## src/rtl/qenc_pkg.sv

```systemverilog
package qenc_pkg;

    typedef enum logic {
        SIG_QUAD    = 1'b0,
        SIG_STEPDIR = 1'b1
    } sig_mode_e;

    // Forward direction of a single-phase quadrature move, given the new levels.
    function automatic logic quad_fwd(input logic a, input logic b, input logic a_moved);
        return a_moved ? (a ^ b) : ~(a ^ b);
    endfunction

endpackage

```

## src/rtl/qenc_filt.sv

```systemverilog
module qenc_filt #(
    parameter int LEN_W = 4
) (
    input  logic             clk,
    input  logic             rst_n,
    input  logic             raw,
    input  logic [LEN_W-1:0] len,
    output logic             lvl
);
    localparam logic [LEN_W:0] ONE = 1;

    typedef struct packed {
        logic             s1;
        logic             s2;
        logic             lvl;
        logic [LEN_W-1:0] run;
    } filt_t;

    filt_t        st_d, st_q;
    logic [LEN_W:0] run_inc;

    always_comb begin
        st_d    = st_q;
        st_d.s1 = raw;
        st_d.s2 = st_q.s1;
        run_inc = {1'b0, st_q.run} + ONE;
        if (st_q.s2 != st_q.lvl) begin
            if (run_inc >= {1'b0, len}) begin
                st_d.lvl = st_q.s2;
                st_d.run = '0;
            end else begin
                st_d.run = run_inc[LEN_W-1:0];
            end
        end else begin
            st_d.run = '0;
        end
    end

    always_ff @(posedge clk) begin
        if (!rst_n) st_q <= '0;
        else        st_q <= st_d;
    end

    assign lvl = st_q.lvl;

    // an accepted level is always the level last seen in the sample stage
    p_accept_sample_r8: assert property (@(posedge clk) disable iff (!rst_n)
        (st_q.lvl != $past(st_q.lvl)) |-> ($past(st_q.s2) == st_q.lvl));

    // a level change with a length above one needs a running count first
    p_needs_run_r8: assert property (@(posedge clk) disable iff (!rst_n)
        ((st_q.lvl != $past(st_q.lvl)) && ($past(len) > 1)) |-> ($past(st_q.run) != '0));

endmodule

```

## src/rtl/qenc_decode.sv

```systemverilog
module qenc_decode
    import qenc_pkg::*;
(
    input  logic clk,
    input  logic rst_n,
    input  logic a,
    input  logic b,
    input  logic ix,
    input  logic cfg_stepdir,
    input  logic cfg_x4,
    input  logic cfg_dir_inv,
    input  logic cfg_idx_inv,
    output logic cnt_ev,
    output logic cnt_up,
    output logic phase_err,
    output logic dir_rev,
    output logic dir_chg,
    output logic idx_ev
);
    typedef struct packed {
        logic pa;
        logic pb;
        logic pidx;
        logic ev;
        logic up;
        logic err;
        logic rev;
        logic chg;
        logic iev;
    } dec_t;

    dec_t st_d, st_q;
    logic moved_a, moved_b, raw_fwd, eff_fwd, hit, bad, eff_idx;

    always_comb begin
        st_d    = st_q;
        moved_a = a ^ st_q.pa;
        moved_b = b ^ st_q.pb;
        hit     = 1'b0;
        bad     = 1'b0;
        raw_fwd = 1'b1;
        if (sig_mode_e'(cfg_stepdir) == SIG_STEPDIR) begin
            hit     = a & ~st_q.pa;
            raw_fwd = ~b;
        end else if (moved_a && moved_b) begin
            bad = 1'b1;
        end else if (moved_a) begin
            hit     = 1'b1;
            raw_fwd = quad_fwd(a, b, 1'b1);
        end else if (moved_b) begin
            hit     = cfg_x4;
            raw_fwd = quad_fwd(a, b, 1'b0);
        end
        eff_fwd  = raw_fwd ^ cfg_dir_inv;
        st_d.pa  = a;
        st_d.pb  = b;
        st_d.ev  = hit;
        st_d.up  = eff_fwd;
        st_d.err = bad;
        st_d.chg = hit && (~eff_fwd != st_q.rev);
        if (hit) st_d.rev = ~eff_fwd;
        eff_idx   = ix ^ cfg_idx_inv;
        st_d.pidx = eff_idx;
        st_d.iev  = eff_idx & ~st_q.pidx;
    end

    always_ff @(posedge clk) begin
        if (!rst_n) st_q <= '0;
        else        st_q <= st_d;
    end

    assign cnt_ev    = st_q.ev;
    assign cnt_up    = st_q.up;
    assign phase_err = st_q.err;
    assign dir_rev   = st_q.rev;
    assign dir_chg   = st_q.chg;
    assign idx_ev    = st_q.iev;

    // an error sample never produces a count
    p_err_no_count_r6: assert property (@(posedge clk) disable iff (!rst_n)
        phase_err |-> !cnt_ev);

    // a change pulse coincides with a flip of the direction status
    p_dirchg_flip_r7: assert property (@(posedge clk) disable iff (!rst_n)
        dir_chg |-> (dir_rev != $past(dir_rev)));

    // direction status moves only together with a count
    p_dir_on_count_r7: assert property (@(posedge clk) disable iff (!rst_n)
        !cnt_ev |-> (dir_rev == $past(dir_rev)));

    // step/direction mode never reports a phase error
    p_step_no_err_r3: assert property (@(posedge clk) disable iff (!rst_n)
        $past(cfg_stepdir) |-> !phase_err);

endmodule

```

## src/rtl/qenc_track.sv

```systemverilog
module qenc_track #(
    parameter int POS_W = 16,
    parameter int IDX_W = 8,
    parameter int NCMP  = 3
) (
    input  logic                  clk,
    input  logic                  rst_n,
    input  logic                  cnt_ev,
    input  logic                  cnt_up,
    input  logic                  idx_ev,
    input  logic                  clr_pos,
    input  logic                  arm_idx_clr,
    input  logic                  clr_idx,
    input  logic                  vel_in,
    input  logic [POS_W-1:0]      max_pos,
    input  logic [NCMP*POS_W-1:0] cmp_pos,
    input  logic [IDX_W-1:0]      cmp_idx,
    output logic [POS_W-1:0]      pos,
    output logic [IDX_W-1:0]      idx,
    output logic [NCMP-1:0]       pos_match,
    output logic                  idx_match,
    output logic                  vel_out
);
    localparam logic [POS_W-1:0] P_ONE = 1;
    localparam logic [IDX_W-1:0] I_ONE = 1;

    typedef struct packed {
        logic [POS_W-1:0] pos;
        logic [IDX_W-1:0] idx;
        logic             armed;
        logic [NCMP-1:0]  pmatch;
        logic             imatch;
        logic             vel;
    } trk_t;

    trk_t             st_d, st_q;
    logic [POS_W-1:0] pos_nx;
    logic [IDX_W-1:0] idx_nx;
    logic             pos_upd, idx_upd;
    logic [NCMP-1:0]  cmp_hit;

    always_comb begin
        pos_nx  = st_q.pos;
        pos_upd = 1'b0;
        if (clr_pos) begin
            pos_nx  = '0;
            pos_upd = 1'b1;
        end else if (idx_ev && st_q.armed) begin
            pos_nx  = '0;
            pos_upd = 1'b1;
        end else if (cnt_ev) begin
            pos_upd = 1'b1;
            if (cnt_up) pos_nx = (st_q.pos == max_pos) ? '0 : st_q.pos + P_ONE;
            else        pos_nx = (st_q.pos == '0) ? max_pos : st_q.pos - P_ONE;
        end
        idx_nx  = st_q.idx;
        idx_upd = clr_idx | idx_ev;
        if (clr_idx)     idx_nx = '0;
        else if (idx_ev) idx_nx = st_q.idx + I_ONE;
    end

    for (genvar g = 0; g < NCMP; g++) begin : g_cmp
        assign cmp_hit[g] = pos_upd && (pos_nx == cmp_pos[g*POS_W +: POS_W]);
    end

    always_comb begin
        st_d        = st_q;
        st_d.pos    = pos_nx;
        st_d.idx    = idx_nx;
        st_d.pmatch = cmp_hit;
        st_d.imatch = idx_upd && (idx_nx == cmp_idx);
        st_d.vel    = vel_in;
        if (idx_ev)      st_d.armed = 1'b0;
        if (arm_idx_clr) st_d.armed = 1'b1;
    end

    always_ff @(posedge clk) begin
        if (!rst_n) st_q <= '0;
        else        st_q <= st_d;
    end

    assign pos       = st_q.pos;
    assign idx       = st_q.idx;
    assign pos_match = st_q.pmatch;
    assign idx_match = st_q.imatch;
    assign vel_out   = st_q.vel;

    // a clear strobe always leaves the position at zero
    p_clear_r10: assert property (@(posedge clk) disable iff (!rst_n)
        clr_pos |=> (pos == '0));

    // counting up from the maximum wraps to zero
    p_wrap_up_r5: assert property (@(posedge clk) disable iff (!rst_n)
        (cnt_ev && cnt_up && !clr_pos && !(idx_ev && st_q.armed) && pos == max_pos) |=> (pos == '0));

    // counting down from zero loads the maximum
    p_wrap_down_r5: assert property (@(posedge clk) disable iff (!rst_n)
        (cnt_ev && !cnt_up && !clr_pos && !(idx_ev && st_q.armed) && pos == '0) |=> (pos == $past(max_pos)));

    // a revolution match pulse shows the compare value in the counter
    p_rev_match_r9: assert property (@(posedge clk) disable iff (!rst_n)
        idx_match |-> (idx == $past(cmp_idx)));

    for (genvar g = 0; g < NCMP; g++) begin : g_chk
        // a channel pulse shows that channel's compare value in the counter
        p_pos_match_r11: assert property (@(posedge clk) disable iff (!rst_n)
            pos_match[g] |-> (pos == $past(cmp_pos[g*POS_W +: POS_W])));
    end

endmodule

```

## src/rtl/qenc_counter.sv

```systemverilog
module qenc_counter #(
    parameter int POS_W = 16,
    parameter int IDX_W = 8,
    parameter int FLT_W = 4,
    parameter int NCMP  = 3
) (
    input  logic                  clk,
    input  logic                  rst_n,
    input  logic                  cfg_stepdir,
    input  logic                  cfg_x4,
    input  logic                  cfg_dir_inv,
    input  logic                  cfg_idx_inv,
    input  logic [FLT_W-1:0]      flt_len,
    input  logic [POS_W-1:0]      max_pos,
    input  logic [NCMP*POS_W-1:0] cmp_pos,
    input  logic [IDX_W-1:0]      cmp_idx,
    input  logic                  clr_pos,
    input  logic                  arm_idx_clr,
    input  logic                  clr_idx,
    input  logic                  vel_rst_in,
    input  logic                  enc_a,
    input  logic                  enc_b,
    input  logic                  enc_idx,
    output logic [POS_W-1:0]      pos_cnt,
    output logic [IDX_W-1:0]      rev_cnt,
    output logic                  dir_rev,
    output logic                  dir_chg,
    output logic                  enc_clk,
    output logic                  phase_err,
    output logic                  idx_seen,
    output logic [NCMP-1:0]       pos_match,
    output logic                  rev_match,
    output logic                  vel_rst_out
);
    localparam int NIN = 3;

    logic [NIN-1:0] raw_in, flt_out;
    logic           cnt_ev, cnt_up, idx_ev;

    assign raw_in = {enc_idx, enc_b, enc_a};

    for (genvar g = 0; g < NIN; g++) begin : g_flt
        qenc_filt #(.LEN_W(FLT_W)) u_flt (
            .clk   (clk),
            .rst_n (rst_n),
            .raw   (raw_in[g]),
            .len   (flt_len),
            .lvl   (flt_out[g])
        );
    end

    qenc_decode u_dec (
        .clk         (clk),
        .rst_n       (rst_n),
        .a           (flt_out[0]),
        .b           (flt_out[1]),
        .ix          (flt_out[2]),
        .cfg_stepdir (cfg_stepdir),
        .cfg_x4      (cfg_x4),
        .cfg_dir_inv (cfg_dir_inv),
        .cfg_idx_inv (cfg_idx_inv),
        .cnt_ev      (cnt_ev),
        .cnt_up      (cnt_up),
        .phase_err   (phase_err),
        .dir_rev     (dir_rev),
        .dir_chg     (dir_chg),
        .idx_ev      (idx_ev)
    );

    qenc_track #(.POS_W(POS_W), .IDX_W(IDX_W), .NCMP(NCMP)) u_trk (
        .clk         (clk),
        .rst_n       (rst_n),
        .cnt_ev      (cnt_ev),
        .cnt_up      (cnt_up),
        .idx_ev      (idx_ev),
        .clr_pos     (clr_pos),
        .arm_idx_clr (arm_idx_clr),
        .clr_idx     (clr_idx),
        .vel_in      (vel_rst_in),
        .max_pos     (max_pos),
        .cmp_pos     (cmp_pos),
        .cmp_idx     (cmp_idx),
        .pos         (pos_cnt),
        .idx         (rev_cnt),
        .pos_match   (pos_match),
        .idx_match   (rev_match),
        .vel_out     (vel_rst_out)
    );

    assign enc_clk  = cnt_ev;
    assign idx_seen = idx_ev;

    // every count pulse comes with a position update one cycle later
    p_count_moves_r12: assert property (@(posedge clk) disable iff (!rst_n)
        (enc_clk && !clr_pos && !(idx_seen) && max_pos != '0) |=> (pos_cnt != $past(pos_cnt)));

endmodule

```

## config.mk

```make
export PLATFORM = sky130hd
export DESIGN_NAME = qenc_counter
export DESIGN_NICKNAME = d
export VERILOG_FILES = /design/src/rtl/qenc_pkg.sv /design/src/rtl/qenc_filt.sv /design/src/rtl/qenc_decode.sv /design/src/rtl/qenc_track.sv /design/src/rtl/qenc_counter.sv
export SDC_FILE = /design/constraint.sdc
export NUM_CORES = 1
export LEC_CHECK = 0
export CORE_AREA = 5 5 154 156
export CTS_CLUSTER_DIAMETER = 50
export CTS_CLUSTER_SIZE = 25
export DETAILED_ROUTE_END_ITERATION = 12
export DIE_AREA = 0 0 159 161
export GPL_ROUTABILITY_DRIVEN = 0
export PLACE_DENSITY_LB_ADDON = 0.15
export SLEW_MARGIN = 20
export SYNTH_ARGS = -nofsm -noshare
export SYNTH_HDL_FRONTEND = slang
export SYNTH_SLANG_ARGS = --single-unit
```

## constraint.sdc

```tcl
create_clock -name clk -period 5.4 [get_ports clk]
set_input_delay 0.54 -clock clk [delete_from_list [all_inputs] [get_ports clk]]
set_output_delay 0.54 -clock clk [all_outputs]
set_load 0.01 [all_outputs]
```

==> impl_metrics.yaml, run 1 <==
cells_and_area:
  seq_area_um2: 1200
  antennaDiodeCount: 0
  area_growth_syn_to_layout_pct: 28.8
  layout-drive-gt1-share_pct: 6.70
  fin_nets: 895
  num-fill-cells: 2421
  final_area_um2: 7030
  multiInputGateArea_um2: 3740
clocking:
  cts_resized: 0
  htree_levels: 3
  clock_latency_ns: 0.33
  numCtsBuffers: 9
  post_cts_buffers: 0
  root_buffer: "clkbuf_16"
  clk_transition_reported_paths_ns: 0.06
  cts_tree: "done"
  hold_buffers: 0
  numClockSinks: 60
  clock_path_buffers: 2
sta:
  finalHoldViolCount: 0
  finClkSkew_ns: 0.00735
  worstMarginPinSlew_ns: 0.906
  finalSetupViolations: 0
  slew_headroom_pct: 39.0
  layout_min_cycle_time_ns: 3.78
  slew_viol_final: 0
  fmaxAchievable_mhz: 265
  fin_crit_sh_pct: 70.0
  finalWorstSetupSlack_ns: 1.62
  rsz0062_at_grt: "false"
  tns_ns: 0
placement:
  numPortBuffers: 122
  dp_hpwl_um: 17000
  place_area_um2: 6750
  place_worst_setup_slack_ns: 1.44
global_route:
  antenna_found_initial: 0
  gr-total-overflow: 0
  first_global_vias: 5461
  grt_pass1_wl_um: 33200
  grt_max_degree: 31
  grt_util_all_layers_pct: 16.4
detailed_routing:
  drt-pass1-iter-count: 5
  totalWireLength_um: 21800
  drtAntennaViolNets: 0
  viasPerCell: 5.23
  drt_iter0_drc: 436
  num_vias: 5624
  drc: 0
  wl_per_cell_um: 20.2
power_and_ir_drop:
  power_leakage_nw: 2.59
  p_total_mw: 1.22
  ir_drop_v: 0.000110
  powerDensity_nw_per_um2: 174
synthesis:
  ys_ff_latch: 60
  syn_area_per_cell_um2: 7.68
  synth_top_area_share_pct: 22.0
  async_reset_ff_share_pct: 0
  synth_cell_type_count: 76
  synthMostInstantiatedCell: "nor2_1"
  synth_cells: 710
  synth_area_leaders: "dfxtp_1 22%, xnor2_1 6.3%, nor2_1 5.2%, ha_1 4.6%, xor2_1 4.5%"
  netlist_area_um2: 5460
  yosys.area.top_type: "dfxtp_1"
  ys_seq_area_share_pct: 22.0
  synth-edff-count: 0
  ys_top_cells_by_count: "75 x nor2_1, 60 x dfxtp_1, 39 x xnor2_1"
  ys.warnings.count: 0
  syn-num-nets: 819
  ys.flop_type: "dfxtp_1"
min_path:
  hold_class: "reg2reg"
  holdCritStartpoint: "u_dec.st_q[6]"
worst_setup_path:
  required_ns: 5.64
  critPathKind: "reg2reg"
  critPathLaunch: "u_trk.pos[6]"
  start_kind: "flop"
  critPathMaxFanout: 16
  setup.worst_path.end_class: "flop"
  r2r_start: "u_trk.pos[6]"
  critPathArrivalTime_ns: 4.02
die:
  rows: 55
  fp.dieH_um: 161
  pin_count: 123
  die_x_um: 159
  die-area_um2: 25600
  core-area_um2: 22200
  start_util_pct: 24.5
outcome:
  status: "completed"
job:
  maxCapViolCount: 0
registers in the layout, summed over array words and instances, names as in the netlist:
signal            cells
u_dec.idx_ev          1
g_flt.u_flt.lvl       3
u_trk.vel_out         1
u_dec.dir_rev         1
g_flt.u_flt.st_q     15
u_trk.pos_match       3
u_dec.phase_err       1
g_flt.u_flt.st_d      3
u_dec.st_q            3
u_trk.idx             8
u_trk.pos            16
u_dec.cnt_ev          1
u_dec.cnt_up          1
u_dec.dir_chg         1
u_trk.st_q            1
u_trk.idx_match       1
cell usage in the layout (no fill, tap or decap), drive strengths merged, types with 4 or more instances in the layout:
cell type      instances
o31ai                  6
or2                    5
inv                   31
nor3                  25
nor2                  75
clkbuf                11
a221oi                 5
a22oi                  6
xnor2                 39
o41ai                  6
nor4                  20
o21ai                 23
nand4                 27
dfxtp                 60
nand3                 25
a211oi                10
nand2                 31
a311oi                 4
mux2i                 12
nor2b                 15
or3                    9
or4                    9
and2                  17
o211ai                11
a21oi                 36
nand2b                 6
xor2                  28
and4                   4
a21o                   8
nor3b                  5
clkdlybuf4s50        122
buf                   15
ha                    20
per-layer routing:
| layer | track usage (%) | share of wire (%) | up-vias |
|---|---|---|---|
| li1 | - | - | 2740 |
| met1 | 23.0 | 47 | 2659 |
| met2 | 26.0 | 45 | 201 |
| met3 | 3.09 | 6.6 | 24 |
| met4 | 4.07 | 1.7 | 0 |
| met5 | 0 | 0 | - |
final cells by class:
class / count / area share, %
repair buffers: 137 / 19.0
clock inverters: 5 / 0.534
flip-flops and latches: 60 / 17.1
clock buffers: 11 / 3.45
inverters: 31 / 1.66
multi-input cells: 547 / 53.2
well taps: 285 / 5.07
final timing paths:
check,end,slack (ns),depth (start not counted)
max,u_trk.pos_match[2],1.62,8
min,u_dec.idx_ev,0.39,1
max reg2reg,u_trk.pos_match[2],1.62,8
min reg2reg,u_dec.idx_ev,0.39,1
metrics by stage:
stage,util (%),instances,hold slack (ns)
after floorplan,-,710,0.373
after global placement,30.4,1060,0.377
after detailed placement,30.4,1060,0.385
after CTS,31.6,1076,0.393
after global routing,31.6,1076,0.405
final,31.6,1076,0.391
report_power, final:
group          switching [mW]  internal (mW)  leakage (nW)
Sequential            0.00707          0.449         0.486
Clock                   0.225          0.324         0.132
Combinational           0.107          0.110          1.97
kinds of logic (layout without fill, tap and decap cells):
family	Yosys count	after routing	synth area share (%)
buf+inv	103	184	9.52
simple gates	282	282	28.5
xor+xnor	67	67	10.8
fa+ha+maj	20	20	4.59
flops	60	60	22.0
compound gates	164	164	22.0
mux	14	14	2.61
worst max-delay path, stage by stage (launching register included):
cell and delay, ns:
dfxtp_1 0.52, or4_1 0.86, nor4_2 0.42, o21ai_0 0.13, and2_1 0.24, o31ai_2 0.59, o2bb2ai_1 0.15, or4b_1 0.55
nor4_2 0.23
(Power assumes the default switching activity.)
==> run 2: changes to the inputs <==
- clock period: 5.4 -> 3.3 ns (I/O delays scaled with it)
==> run 2 against run 1 <==
Net effect:
- setup slack lost 1.4 ns
- sequential power rose by 64%
- non-clock buffer count grew 75
==> impl_metrics.yaml, run 2 (synthesized netlist as in run 1, its figures left out) <==
sta:
  worstMarginPinSlew_ns: 0.589
  rsz0062_at_grt: "false"
  fin_crit_sh_pct: 93.4
  tns_ns: 0
  finalHoldViolCount: 0
  fmaxAchievable_mhz: 324
  slew_viol_final: 0
  finClkSkew_ns: 0.0125
  finalSetupViolations: 0
  layout_min_cycle_time_ns: 3.08
  slew_headroom_pct: 60.7
worst_setup_path:
  required_ns: 3.54
  critPathMaxFanout: 8
  reg2reg_depth: 9
  start_kind: "flop"
  setup.worst_path.end_class: "flop"
  critPathArrivalTime_ns: 3.32
  critPathLaunch: "u_trk.pos[5]"
  r2r_start: "u_trk.pos[5]"
  critPathKind: "reg2reg"
die:
  core-area_um2: 22200
  die_x_um: 159
  pin_count: 123
  die-area_um2: 25600
  start_util_pct: 24.5
  rows: 55
  fp.dieH_um: 161
cells_and_area:
  antennaDiodeCount: 0
  fin_nets: 970
  mostFrequentLayoutCells: "122 x clkdlybuf4s50_1, 89 x buf_4, 75 x nor2_1"
  largest_register_ffs: 16
  layout-drive-gt1-share_pct: 15.7
  fin_cells: 1151
  final_common_cell: "clkdlybuf4s50_1"
  area_growth_syn_to_layout_pct: 40.3
  post-route-util_pct: 34.4
clocking:
  numCtsBuffers: 9
  htree_levels: 3
  root_buffer: "clkbuf_16"
  clk_transition_reported_paths_ns: 0.06
  cts_tree: "done"
  clock_path_buffers: 2
  numClockSinks: 60
  hold_buffers: 0
  clock_latency_ns: 0.33
detailed_routing:
  totalWireLength_um: 23100
  met2_length_um: 10300
  viasPerCell: 5.17
  wl_per_cell_um: 20.1
  drc: 0
  drtAntennaViolNets: 0
  highest_layer: "met4"
  num_vias: 5955
  drt-pass1-iter-count: 5
  drt_iter0_drc: 509
  wl_met3_um: 1750
  wl_met1_um: 10500
global_route:
  grt_max_degree: 26
  grt_pass1_wl_um: 35000
  gr-total-overflow: 0
  first_global_vias: 5900
  grt_util_all_layers_pct: 17.3
  antenna_found_initial: 0
power_and_ir_drop:
  p_total_mw: 2.04
  powerDensity_nw_per_um2: 266
  power_leakage_nw: 2.98
  ir_drop_v: 0.000170
job:
  maxCapViolCount: 0
placement:
  dp_hpwl_um: 18700
  numPortBuffers: 122
  dp_cells: 1133
outcome:
  status: "completed"
min_path:
  holdPathStages: 1
  hold_class: "reg2reg"
  holdCritStartpoint: "u_dec.st_q[6]"
-- run 2: per-layer routing --
| layer | GRT usage, % | up-vias |
|---|---|---|
| met4 | 4.85 | 0 |
| li1 | - | 2899 |
| met2 | 27.2 | 244 |
| met3 | 4.36 | 33 |
| met1 | 23.5 | 2779 |
| met5 | 0 | - |
-- run 2: area by class of cell --
type                    instances  area [um2]
clock buffers                   9         225
clock inverters                 7        58.8
fillers                      2392       14600
inverters                      31         116
multi-input cells             547        3780
flip-flops and latches         60        1200
well taps                     285         357
repair buffers                212        1910
-- run 2: timing repair --
item | CTS | global route
resized for setup | 0 | 10
setup endpoints to repair | 0 | 3
hold endpoints to repair | 0 | 0
setup buffers | 0 | 2
-- run 2: where the power goes --
group / switching, mW / internal (mW)
combinational: 0.186 / 0.205
clock: 0.384 / 0.517
sequential: 0.0116 / 0.735
total: 0.582 / 1.46
-- run 2: per-stage QoR --
step | hold WS [ns] | worst slack [ns] | cell area (um2)
final | 0.390 | 0.217 | 7650
after global routing | 0.410 | 0.00578 | 7650
after CTS | 0.392 | 0.0714 | 7590
after detailed placement | 0.384 | 0.0669 | 7310
after global placement | 0.379 | 0.0381 | 7310
after floorplan | 0.373 | 0.197 | 5460
-- run 2: worst max-delay path, cell delays in order, from the launching register on --
cell and delay [ns]:
dfxtp_1 0.39, or4_4 0.60, buf_4 0.21, or4_1 0.46
nand3_1 0.20, a21oi_1 0.10, a211oi_1 0.24, o211ai_1 0.13
or4_1 0.42, nor4_1 0.24
-- run 2: final timing paths --
kind | to | slack (ns)
setup / recovery | u_trk.pos_match[1] | 0.22
setup reg to reg | u_trk.pos_match[1] | 0.22
hold reg to reg | u_dec.idx_ev | 0.39
hold / removal | u_dec.idx_ev | 0.39
